[config.mk]
export PLATFORM = sky130hd
export DESIGN_NAME = dual_side_sequencer
export DESIGN_NICKNAME = d
export VERILOG_FILES = /design/src/rtl/seq_pkg.sv /design/src/rtl/seq_datapath.sv /design/src/rtl/seq_control.sv /design/src/rtl/dual_side_sequencer.sv
export SDC_FILE = /design/constraint.sdc
export NUM_CORES = 1
export LEC_CHECK = 0
export BUFFER_PORTS_ARGS = -buffer_cell sky130_fd_sc_hd__buf_2
export CORE_MARGIN = 5
export CORE_UTILIZATION = 50
export CTS_CLUSTER_SIZE = 16
export DETAILED_ROUTE_END_ITERATION = 7
export PLACE_DENSITY = 0.73
export SETUP_SLACK_MARGIN = 0.02
export SYNTH_ARGS = -nofsm -noshare
export SYNTH_HDL_FRONTEND = slang
export SYNTH_SLANG_ARGS = --single-unit
[constraint.sdc]
create_clock -name clk -period 2.9 [get_ports clk]
set_clock_uncertainty 0.05 [all_clocks]
set_input_delay 0.145 -clock clk [delete_from_list [all_inputs] [get_ports clk]]
set_output_delay 0.145 -clock clk [all_outputs]
set_load 0.01 [all_outputs]
[src/rtl/seq_pkg.sv]
package seq_pkg;

  typedef enum logic [3:0] {
    ST_BOOT   = 4'd8,
    ST_NCMEAS = 4'd7,
    ST_INT_A  = 4'd5,
    ST_INT_B  = 4'd4
  } seqState_t;

  // control -> datapath
  typedef struct packed {
    logic start;   // restart divider and window timer
    logic run;     // window in progress
    logic ncMode;  // non-continuous window targets
  } ctrlStrobe_t;

  // datapath -> control
  typedef struct packed {
    logic convEdge;
    logic dclkRise;
    logic dclkFall;
    logic hitFirst;
    logic hitSecond;
    logic windowEnd;
  } dpFlags_t;

endpackage

[src/rtl/seq_datapath.sv]
module seq_datapath
  import seq_pkg::*;
#(
  parameter int SYNC_STAGES = 2,
  parameter int MRAZ_CYC    = 1470,
  parameter int DRDY_CYC    = 1380,
  parameter int NC_DRDY1    = 1379,
  parameter int NC_DRDY2    = 1450,
  parameter int NC_CYC      = 2901
) (
  input  logic        clk,
  input  logic        rstN,
  input  logic        conv,
  input  logic        dclk,
  input  logic        clk4x,
  input  ctrlStrobe_t strb,
  output dpFlags_t    flg
);

  localparam int NC_DRDY_B = NC_DRDY1 + NC_DRDY2;
  localparam int MAX_CYC   = (NC_CYC > MRAZ_CYC) ? NC_CYC : MRAZ_CYC;
  localparam int TW        = $clog2(MAX_CYC + 1);
  localparam logic [TW-1:0] CONT_FIRST = TW'(DRDY_CYC - 1);
  localparam logic [TW-1:0] NC_FIRST   = TW'(NC_DRDY1 - 1);
  localparam logic [TW-1:0] NC_SECOND  = TW'(NC_DRDY_B - 1);
  localparam logic [TW-1:0] CONT_END   = TW'(MRAZ_CYC - 1);
  localparam logic [TW-1:0] NC_END     = TW'(NC_CYC - 1);

  // two synchronizer chains built from one template
  logic [1:0] rawIn;
  logic [1:0] syncOut;
  logic [1:0] syncPrev;
  assign rawIn = {dclk, conv};

  for (genvar g = 0; g < 2; g++) begin : g_sync
    logic [SYNC_STAGES-1:0] shReg;
    always_ff @(posedge clk or negedge rstN) begin
      if (!rstN) begin
        shReg       <= '0;
        syncPrev[g] <= 1'b0;
      end else begin
        shReg       <= {shReg[SYNC_STAGES-2:0], rawIn[g]};
        syncPrev[g] <= shReg[SYNC_STAGES-1];
      end
    end
    assign syncOut[g] = shReg[SYNC_STAGES-1];
  end

  // divide-by-four enable, phase restarted with each window
  logic [1:0]    divCnt;
  logic          tick;
  logic [TW-1:0] timer;

  assign tick = !clk4x || (divCnt == 2'd3);

  always_ff @(posedge clk or negedge rstN) begin
    if (!rstN) begin
      divCnt <= '0;
      timer  <= '0;
    end else if (strb.start) begin
      divCnt <= '0;
      timer  <= '0;
    end else begin
      divCnt <= divCnt + 2'd1;
      if (strb.run && tick) timer <= timer + 1'b1;
    end
  end

  logic [TW-1:0] firstTgt;
  logic [TW-1:0] endTgt;
  assign firstTgt = strb.ncMode ? NC_FIRST : CONT_FIRST;
  assign endTgt   = strb.ncMode ? NC_END   : CONT_END;

  always_comb begin
    flg.convEdge  = syncOut[0] ^ syncPrev[0];
    flg.dclkRise  = syncOut[1] & ~syncPrev[1];
    flg.dclkFall  = ~syncOut[1] & syncPrev[1];
    flg.hitFirst  = strb.run && tick && (timer == firstTgt);
    flg.hitSecond = strb.run && tick && strb.ncMode && (timer == NC_SECOND);
    flg.windowEnd = strb.run && tick && (timer == endTgt);
  end

  // with the divider on, enables never come on consecutive cycles
  a_r7_tick_spacing: assert property (@(posedge clk) disable iff (!rstN)
    (clk4x && $past(clk4x) && tick) |-> !$past(tick));

endmodule

[src/rtl/seq_control.sv]
module seq_control
  import seq_pkg::*;
(
  input  logic        clk,
  input  logic        rstN,
  input  dpFlags_t    flg,
  output ctrlStrobe_t strb,
  output logic [3:0]  stateNum,
  output logic        mBusy,
  output logic        sideSel,
  output logic        dataSide,
  output logic        dvalidN
);

  seqState_t stateQ;
  seqState_t nextSt;
  logic      busyQ;
  logic      sideQ;
  logic      dvalidQ;
  logic      dataSideQ;
  logic      seenHighQ;
  logic      startNc;
  logic      startCont;
  logic      drdyHit;
  logic      drdySide;
  logic      inCont;

  assign inCont = (stateQ == ST_INT_A) || (stateQ == ST_INT_B);

  always_comb begin
    startNc   = flg.convEdge && ((stateQ == ST_BOOT) || (inCont && busyQ));
    startCont = flg.convEdge && !busyQ && (stateQ != ST_BOOT);
    nextSt    = stateQ;
    if (startNc)        nextSt = ST_NCMEAS;
    else if (startCont) nextSt = (stateQ == ST_INT_A) ? ST_INT_B : ST_INT_A;
  end

  always_comb begin
    strb.start  = startNc || startCont;
    strb.run    = busyQ;
    strb.ncMode = (stateQ == ST_NCMEAS);
  end

  assign drdyHit  = flg.hitFirst || flg.hitSecond;
  assign drdySide = (stateQ == ST_NCMEAS) ? flg.hitSecond : (stateQ == ST_INT_A);

  always_ff @(posedge clk or negedge rstN) begin
    if (!rstN) begin
      stateQ <= ST_BOOT;
      sideQ  <= 1'b0;
      busyQ  <= 1'b0;
    end else begin
      stateQ <= nextSt;
      sideQ  <= (nextSt == ST_NCMEAS) || (nextSt == ST_INT_B);
      if (strb.start)         busyQ <= 1'b1;
      else if (flg.windowEnd) busyQ <= 1'b0;
    end
  end

  // data-ready handshake: a new result outranks an acknowledge
  always_ff @(posedge clk or negedge rstN) begin
    if (!rstN) begin
      dvalidQ   <= 1'b1;
      dataSideQ <= 1'b0;
      seenHighQ <= 1'b0;
    end else if (drdyHit) begin
      dvalidQ   <= 1'b0;
      dataSideQ <= drdySide;
      seenHighQ <= 1'b0;
    end else if (!dvalidQ) begin
      if (flg.dclkRise) seenHighQ <= 1'b1;
      if (flg.dclkFall && seenHighQ) begin
        dvalidQ   <= 1'b1;
        seenHighQ <= 1'b0;
      end
    end
  end

  assign stateNum = stateQ;
  assign mBusy    = busyQ;
  assign sideSel  = sideQ;
  assign dataSide = dataSideQ;
  assign dvalidN  = dvalidQ;

  a_r1_boot_idle: assert property (@(posedge clk) disable iff (!rstN)
    (stateQ == ST_BOOT) |-> (!busyQ && dvalidQ));

  a_r6_early_edge: assert property (@(posedge clk) disable iff (!rstN)
    (flg.convEdge && busyQ && inCont) |=> (stateQ == ST_NCMEAS && busyQ));

  a_r3_nc_ignore: assert property (@(posedge clk) disable iff (!rstN)
    (flg.convEdge && busyQ && stateQ == ST_NCMEAS) |=> (stateQ == ST_NCMEAS));

  a_r8_clear_cause: assert property (@(posedge clk) disable iff (!rstN)
    $rose(dvalidQ) |-> $past(flg.dclkFall));

  a_r9_ready_wins: assert property (@(posedge clk) disable iff (!rstN)
    (flg.hitFirst || flg.hitSecond) |=> !dvalidQ);

endmodule

[src/rtl/dual_side_sequencer.sv]
module dual_side_sequencer
  import seq_pkg::*;
#(
  parameter int SYNC_STAGES = 2,
  parameter int MRAZ_CYC    = 1470,
  parameter int DRDY_CYC    = 1380,
  parameter int NC_DRDY1    = 1379,
  parameter int NC_DRDY2    = 1450,
  parameter int NC_CYC      = 2901
) (
  input  logic       clk,
  input  logic       rstN,
  input  logic       conv,
  input  logic       dclk,
  input  logic       clk4x,
  output logic [3:0] stateNum,
  output logic       mBusy,
  output logic       sideSel,
  output logic       dataSide,
  output logic       dvalidN
);

  ctrlStrobe_t strb;
  dpFlags_t    flg;

  seq_datapath #(
    .SYNC_STAGES(SYNC_STAGES), .MRAZ_CYC(MRAZ_CYC), .DRDY_CYC(DRDY_CYC),
    .NC_DRDY1(NC_DRDY1), .NC_DRDY2(NC_DRDY2), .NC_CYC(NC_CYC)
  ) dp_i (
    .clk(clk), .rstN(rstN), .conv(conv), .dclk(dclk), .clk4x(clk4x),
    .strb(strb), .flg(flg)
  );

  seq_control ctl_i (
    .clk(clk), .rstN(rstN), .flg(flg), .strb(strb),
    .stateNum(stateNum), .mBusy(mBusy), .sideSel(sideSel),
    .dataSide(dataSide), .dvalidN(dvalidN)
  );

endmodule

==> metrics.md, run 1 <==
| Metric | Value |
|---|---|
| Status | `finished clean` |
| Port Buffers | `12` |
| Crit end category | `flip-flop` |
| Final hold viol count | `0` |
| Max-cap viol count | `0` |
| CP Cell Sequence | `nor3b_1, o311a_1, a2bb2o_1, mux2i_1` |
| Slowest cell on crit path | `o311a_1` |
| Leak Pwr | `0.0007267 uW` |
| Pwr/cell area | `594.4 nW/um^2` |
| H-tree depth | `2` |
| Slack of the worst reg-to-reg path | `0.84 ns` |
| Fill cells | `272` |
| Largest cells by area after synthesis | `dfrtp_1 (44%), dfstp_2 (3.4%), o21ai_0 (2.9%), buf_6 (2.9%), nand2_1 (2.9%)` |
| VDD IR max | `0.0004161 V` |
| Placement Rows | `20` |
| Nets | `173` |
| Largest net degree at the start of global routing | `30` |
| P_sw | `338.3 uW` |
| RSZ-0062 raised after global routing | `false` |
| Post-synthesis cell count | `151` |
| Total Wirelength | `3.034 mm` |
| Critical path class | `flip-flop to flip-flop` |
| CTS tree | `built` |
| F_max | `0.4864 GHz` |
| Post-route cell area | `1652 sq um` |
| Max-slew violation count | `0` |
| First-pass GRT wire length | `5.540 mm` |
| Netlist cell types | `50` |
| Root buffer selected by CTS | `clkbuf_4` |
| CTS sink cnt | `29` |
| Gate power share | `20.3%` |
| Share of cells above drive strength 1 | `16.27%` |
| #FFs+latches synth | `29` |
| Grt ovf | `0` |
| Mapped cell area | `1541 sq um` |
| I/O pin count | `13` |
| Via total after detailed routing | `1,198` |
| Register share of total power | `56.2%` |
| Placed Area | `1570 sq um` |
| Period utilisation layout | `70.90%` |
| Ys async rst share | `100.0%` |
| Switch share | `34.46%` |
| GR Util All Layers | `17.09%` |
| Setup violators final | `0` |
| Routed wire per std cell | `15.25 um` |
| Yosys top cell by area | `dfrtp_1` |
| Die height | `65.53 um` |
| Clock buffer count from CTS | `5` |
| Worst setup SP type | `flip-flop` |
| Longest Clk Path Bufs | `2` |
| Vias in the first global route | `1,205` |
| Relative slew slack | `55.30%` |
| Core footprint | `3003 sq um` |
| Clock latency on the worst-skew pair | `0.33 ns` |
| Main synth FF type | `dfrtp_1` |
| Setup TNS | `0 ns` |
| TritonRoute pass-1 iters | `4` |
| Synth top area share | `43.83%` |
| Layout area overhead | `7.143%` |
| Worst hold-check path type | `input pin to asynchronous set/reset pin` |
| Vias/cell | `6.020` |
| Die area | `4294 sq um` |
| Critical Path Max Stage Delay | `0.64 ns` |
| Pint | `643.4 uW` |
| Clock share of power | `23.5%` |
| Post-synthesis sequential area ratio | `47.24%` |
| Count of flip-flops with a built-in enable after synthesis | `0` |
| RD Place Congestion | `0.8848` |
| Initial antenna violation count | `0` |
| Synth Warn # | `0` |
| Final Critical Period | `2.056 ns` |
| Total nets after synthesis | `159` |
| Syn_area_per_cell | `10.21 sq um` |
| N_diodes | `0` |
| Number of routed nets with antenna violations | `0` |
| Crit Path Max Fanout | `19` |
| DR DRC count | `0` |
| Die X | `65.53 um` |
| Slew @ Worst Pin | `0.6706 ns` |
| DP Wirelength | `2.099 mm` |
| CP required | `3.11 ns` |
| Clock transition at path regs | `0.09 ns` |
| Initial Util | `51.33%` |
| Arr. time, crit path | `2.26 ns` |
| DR iter-0 viols | `107` |
metal layers:
layer / global-route usage [%] / vias to the layer above / share of wire, %
met5: 0 / - / 0
met4: 7.513 / 0 / 1.8
met3: 6.496 / 6 / 5.0
met2: 26.80 / 25 / 49
met1: 20.85 / 594 / 44
li1: - / 573 / -
cell families (layout without fill, tap and decap cells):
| logic type | Yosys count | count (layout) | synth area share [%] |
|---|---|---|---|
| simple gates | 65 | 65 | 26.30 |
| compound gates | 32 | 32 | 13.23 |
| flops | 29 | 29 | 47.24 |
| buf+inv | 14 | 29 | 6.167 |
| xor+xnor | 7 | 7 | 3.977 |
| fa+ha+maj | 3 | 3 | 2.435 |
| mux | 1 | 1 | 0.6494 |
per-stage QoR:
step | power [uW] | setup slack, ns | cells | hold WS (ns) | util (%)
after floorplan | 710.3 | 1.253 | 151 | -0.2006 | -
after global placement | 740.1 | 0.9419 | 188 | 0.1507 | 52.29
after detailed placement | 755.1 | 0.8770 | 188 | 0.1598 | 52.29
after CTS | 993.6 | 0.7943 | 199 | 0.3119 | 55.00
after global routing | 1061 | 0.7011 | 199 | 0.3258 | 55.00
final | 981.7 | 0.8440 | 199 | 0.3071 | 55.00
power by group through the flow:
stage          Clock, uW  Sequential (uW)  Combinational [uW]
2_1_floorplan          0              509                 202
6_report             231              551                 199
5_1_grt              263              567                 231
4_1_cts              243              550                 201
3_3_place_gp           0              553                 187
3_5_place_dp           0              558                 197
critical path: cells and delay by family, from the launching register on:
family | cells | cell delay, ns
simple gates | 1 | 0.24
mux | 1 | 0.12
compound gates | 2 | 0.97
flops | 1 | 0.61
cells in the mapped netlist (4+ instances only):
cell,count
dfrtp_1,27
nand2_1,12
o21ai_0,9
a21oi_1,8
nand3_1,7
nor2_1,7
inv_1,6
or3_1,5
buf_6,4
nand4_1,4
nor2b_1,4
xnor2_1,4
area by class of cell:
cell class                      count  area [sq um]  area share, %
Clock buffer                        6         41.29          2.500
Clock inverter                      2         10.01         0.6061
Inverter                            6         22.52          1.364
Multi-Input combinational cell    108         718.2          43.48
Sequential cell                    29         728.2          44.09
Tap cell                           33         41.29          2.500
Timing Repair Buffer               15         90.09          5.455
placed cells by master, fill, tap and decap left out, types with 4 or more instances in the layout:
cell type,instances
xnor2_1,4
clkbuf_4,5
inv_1,6
nor2b_1,4
dfrtp_1,27
buf_2,12
nand4_1,4
nand3_1,7
o21ai_0,9
or3_1,5
nor2_1,7
a21oi_1,8
nand2_1,12
worst paths after layout:
| check | startpoint | to | cells past startpoint |
|---|---|---|---|
| max | ctl_i.stateNum[3]$_DFF_PN1_ | ctl_i.sideSel$_DFF_PN0_ | 4 |
| min | rstN | dp_i.timer[11]$_DFFE_PN0P_ | 2 |
| max reg2reg | ctl_i.stateNum[3]$_DFF_PN1_ | ctl_i.sideSel$_DFF_PN0_ | 4 |
| min reg2reg | dp_i.g_sync[0].shReg[0]$_DFF_PN0_ | dp_i.g_sync[0].shReg[1]$_DFF_PN0_ | 0 |
| max in group asynchronous | rstN | dp_i.g_sync[1].shReg[0]$_DFF_PN0_ | 2 |
| min in group clk | dp_i.g_sync[0].shReg[0]$_DFF_PN0_ | dp_i.g_sync[0].shReg[1]$_DFF_PN0_ | 0 |
flip-flops by register name, indices dropped and copies added, names as in the netlist:
| signal | cells |
|---|---|
| ctl_i.sideSel | 1 |
| ctl_i.stateNum | 4 |
| ctl_i.dataSide | 1 |
| dp_i.g_sync.shReg | 4 |
| dp_i.syncPrev | 2 |
| ctl_i.dvalidN | 1 |
| dp_i.timer | 12 |
| ctl_i.mBusy | 1 |
| dp_i.divCnt | 2 |
| ctl_i.seenHighQ | 1 |
what timing repair did:
| item | CTS | global route |
|---|---|---|
| buffers inserted | 0 | 0 |
| hold endpoints to repair | 29 | 0 |
| gates resized for setup | 0 | 0 |
| endpoints found under the setup margin | 0 | 0 |
| hold buffers | 3 | 0 |
No activity file was read; power rests on OpenSTA's default activity.
==> run 2: changes to the inputs <==
- clock period: 2.9 -> 2 ns (I/O delays scaled with it)
==> run 2 against run 1 <==
Effect of this change:
- cell area rose by 4.5%
- sequential share of layout area shrank 1.9 points
- register-to-register slack worse by 0.58 ns
- power up 74%
- fmax increased by 18%
- critical path depth grew 2
- sequential power increased by 45%
- clock power increased to 2.6 times the previous value
- count of clock-buffer cells in the layout fell by 1
- critical endpoint is now ctl_i.dataSide$_DFFE_PN0P_
==> metrics.md, run 2 (synthesis gave the netlist of run 1 again) <==
| Metric | Value |
|---|---|
| Post-layout util | `57.46%` |
| Register share of total power | `46.9%` |
| Critical Path Max Stage Delay | `0.48 ns` |
| Relative slew slack | `57.40%` |
| CTS tree | `built` |
| Total Wirelength | `3.177 mm` |
| Crit Path Max Fanout | `8` |
| FF-to-FF path depth | `6` |
| Placed Area | `1593 sq um` |
| Max-slew violation count | `0` |
| Core footprint | `3003 sq um` |
| DP Wirelength | `2.201 mm` |
| Status | `finished clean` |
| Critical path class | `flip-flop to flip-flop` |
| Longest Clk Path Bufs | `2` |
| Nets | `176` |
| F_max | `0.5749 GHz` |
| Setup ws final | `0.2604 ns` |
| Leak Pwr | `0.0007643 uW` |
| Arr. time, crit path | `1.95 ns` |
| Final Critical Period | `1.740 ns` |
| Slowest cell on crit path | `dfrtp_1` |
| CTS sink cnt | `29` |
| CTS-repair resized insts | `0` |
| Setup violators final | `0` |
| Clock buffer count from CTS | `5` |
| Placement Rows | `20` |
| Worst hold-check path type | `input pin to asynchronous set/reset pin` |
| Number of routed nets with antenna violations | `0` |
| Via total after detailed routing | `1,180` |
| FF+latch area | `728.2 sq um` |
| Critical R2R Launch | `dp_i.timer[0]$_DFFE_PN0P_` |
| GR Util All Layers | `17.52%` |
| Vias/cell | `5.842` |
| Root buffer selected by CTS | `clkbuf_4` |
| H-tree depth | `2` |
| First-pass GRT wire length | `5.609 mm` |
| Grt ovf | `0` |
| Area of the multi-input gates | `718.2 sq um` |
| Clock latency on the worst-skew pair | `0.33 ns` |
| N_diodes | `0` |
| Setup TNS | `0 ns` |
| Vias in the first global route | `1,194` |
| Final hold viol count | `0` |
| Initial antenna violation count | `0` |
| Post-route cell area | `1725 sq um` |
| Max reg flops | `12` |
| Clock share of power | `35.3%` |
| Initial Util | `51.33%` |
| Die area | `4294 sq um` |
| Period utilisation layout | `86.98%` |
| I/O pin count | `13` |
| Layout area overhead | `11.93%` |
| Critical path buffers and inverters | `1` |
| Routed wire per std cell | `15.73 um` |
| Post-CTS Setup Bufs | `0` |
| CP top delay family | `simple AND/OR/NAND/NOR gates` |
| Die X | `65.53 um` |
| Fill cells | `277` |
| Max-cap viol count | `0` |
| DR iter-0 viols | `97` |
| Gate power share | `17.8%` |
| Clock transition at path regs | `0.09 ns` |
| P_sw | `517.4 uW` |
| Commonest non-fill, non-tap cell in the layout | `dfrtp_1` |
| RD Place Congestion | `0.8879` |
| RSZ-0062 raised after global routing | `false` |
| Worst setup SP type | `flip-flop` |
| Largest net degree at the start of global routing | `30` |
| DR DRC count | `0` |
| CP required | `2.21 ns` |
| TritonRoute pass-1 iters | `4` |
| CP Cell Sequence | `inv_1, ha_1, nor4b_1, nand3_1, nor4_1, o21bai_1` |
| VDD IR max | `0.0005451 V` |
| Crit end category | `flip-flop` |
| Switch share | `30.31%` |
| Commonest non-fill, non-tap cells in the layout | `dfrtp_1 (27), nand2_1 (12), buf_2 (12)` |
| Post-CTS Hold Buffers | `3` |
| Worst hold slack | `0.2579 ns` |
| Most flops, register | `dp_i.timer` |
| Share of cells above drive strength 1 | `18.34%` |
| Pwr/cell area | `989.3 nW/um^2` |
| Slack of the worst reg-to-reg path | `0.26 ns` |
| Die height | `65.53 um` |
| Reg-to-reg critical path endpoint | `ctl_i.dataSide$_DFFE_PN0P_` |
| Port Buffers | `12` |
| Slew @ Worst Pin | `0.6390 ns` |
| Pint | `1190 uW` |
| Place WS | `0.2518 ns` |
## run 2: how the worst max path moves through the flow
stage / start / to / slack (ns) / cells after the start
2_1_floorplan: ctl_i.stateNum[2]$_DFF_PN0_ / ctl_i.mBusy$_DFFE_PN0P_ / 0.35 / 6
4_1_cts: dp_i.timer[0]$_DFFE_PN0P_ / ctl_i.dataSide$_DFFE_PN0P_ / 0.24 / 6
3_3_place_gp: dp_i.timer[0]$_DFFE_PN0P_ / ctl_i.dataSide$_DFFE_PN0P_ / 0.29 / 6
3_5_place_dp: dp_i.timer[0]$_DFFE_PN0P_ / ctl_i.dataSide$_DFFE_PN0P_ / 0.25 / 6
5_1_grt: dp_i.timer[0]$_DFFE_PN0P_ / ctl_i.dataSide$_DFFE_PN0P_ / 0.05 / 6
6_report: dp_i.timer[0]$_DFFE_PN0P_ / ctl_i.dataSide$_DFFE_PN0P_ / 0.26 / 6
## run 2: power by group through the flow
stage	logic, uW	registers [uW]	clock network [uW]
3_5_place_dp	300	809	0
4_1_cts	307	798	616
6_report	303	801	603
5_1_grt	337	815	646
2_1_floorplan	292	738	0
3_3_place_gp	287	802	0
## run 2: metal layers
layer | track usage (%) | routed length (um) | up-vias
li1 | - | - | 581
met1 | 20.94 | 1458 | 577
met2 | 28.95 | 1563 | 18
met3 | 5.299 | 125 | 4
met4 | 7.772 | 29 | 0
met5 | 0 | 0 | -
## run 2: cell type report
type | count | area share [%]
Clock inverter | 3 | 3.771
Timing Repair Buffer | 18 | 6.526
Sequential cell | 29 | 42.20
Tap cell | 33 | 2.393
Multi-Input combinational cell | 108 | 41.62
Clock buffer | 5 | 2.175
Inverter | 6 | 1.305
## run 2: stage by stage
| step | total power, uW | std cells |
|---|---|---|
| after CTS | 1720 | 202 |
| final | 1707 | 202 |
| after global placement | 1089 | 191 |
| after detailed placement | 1109 | 191 |
| after global routing | 1798 | 202 |
| after floorplan | 1030 | 151 |
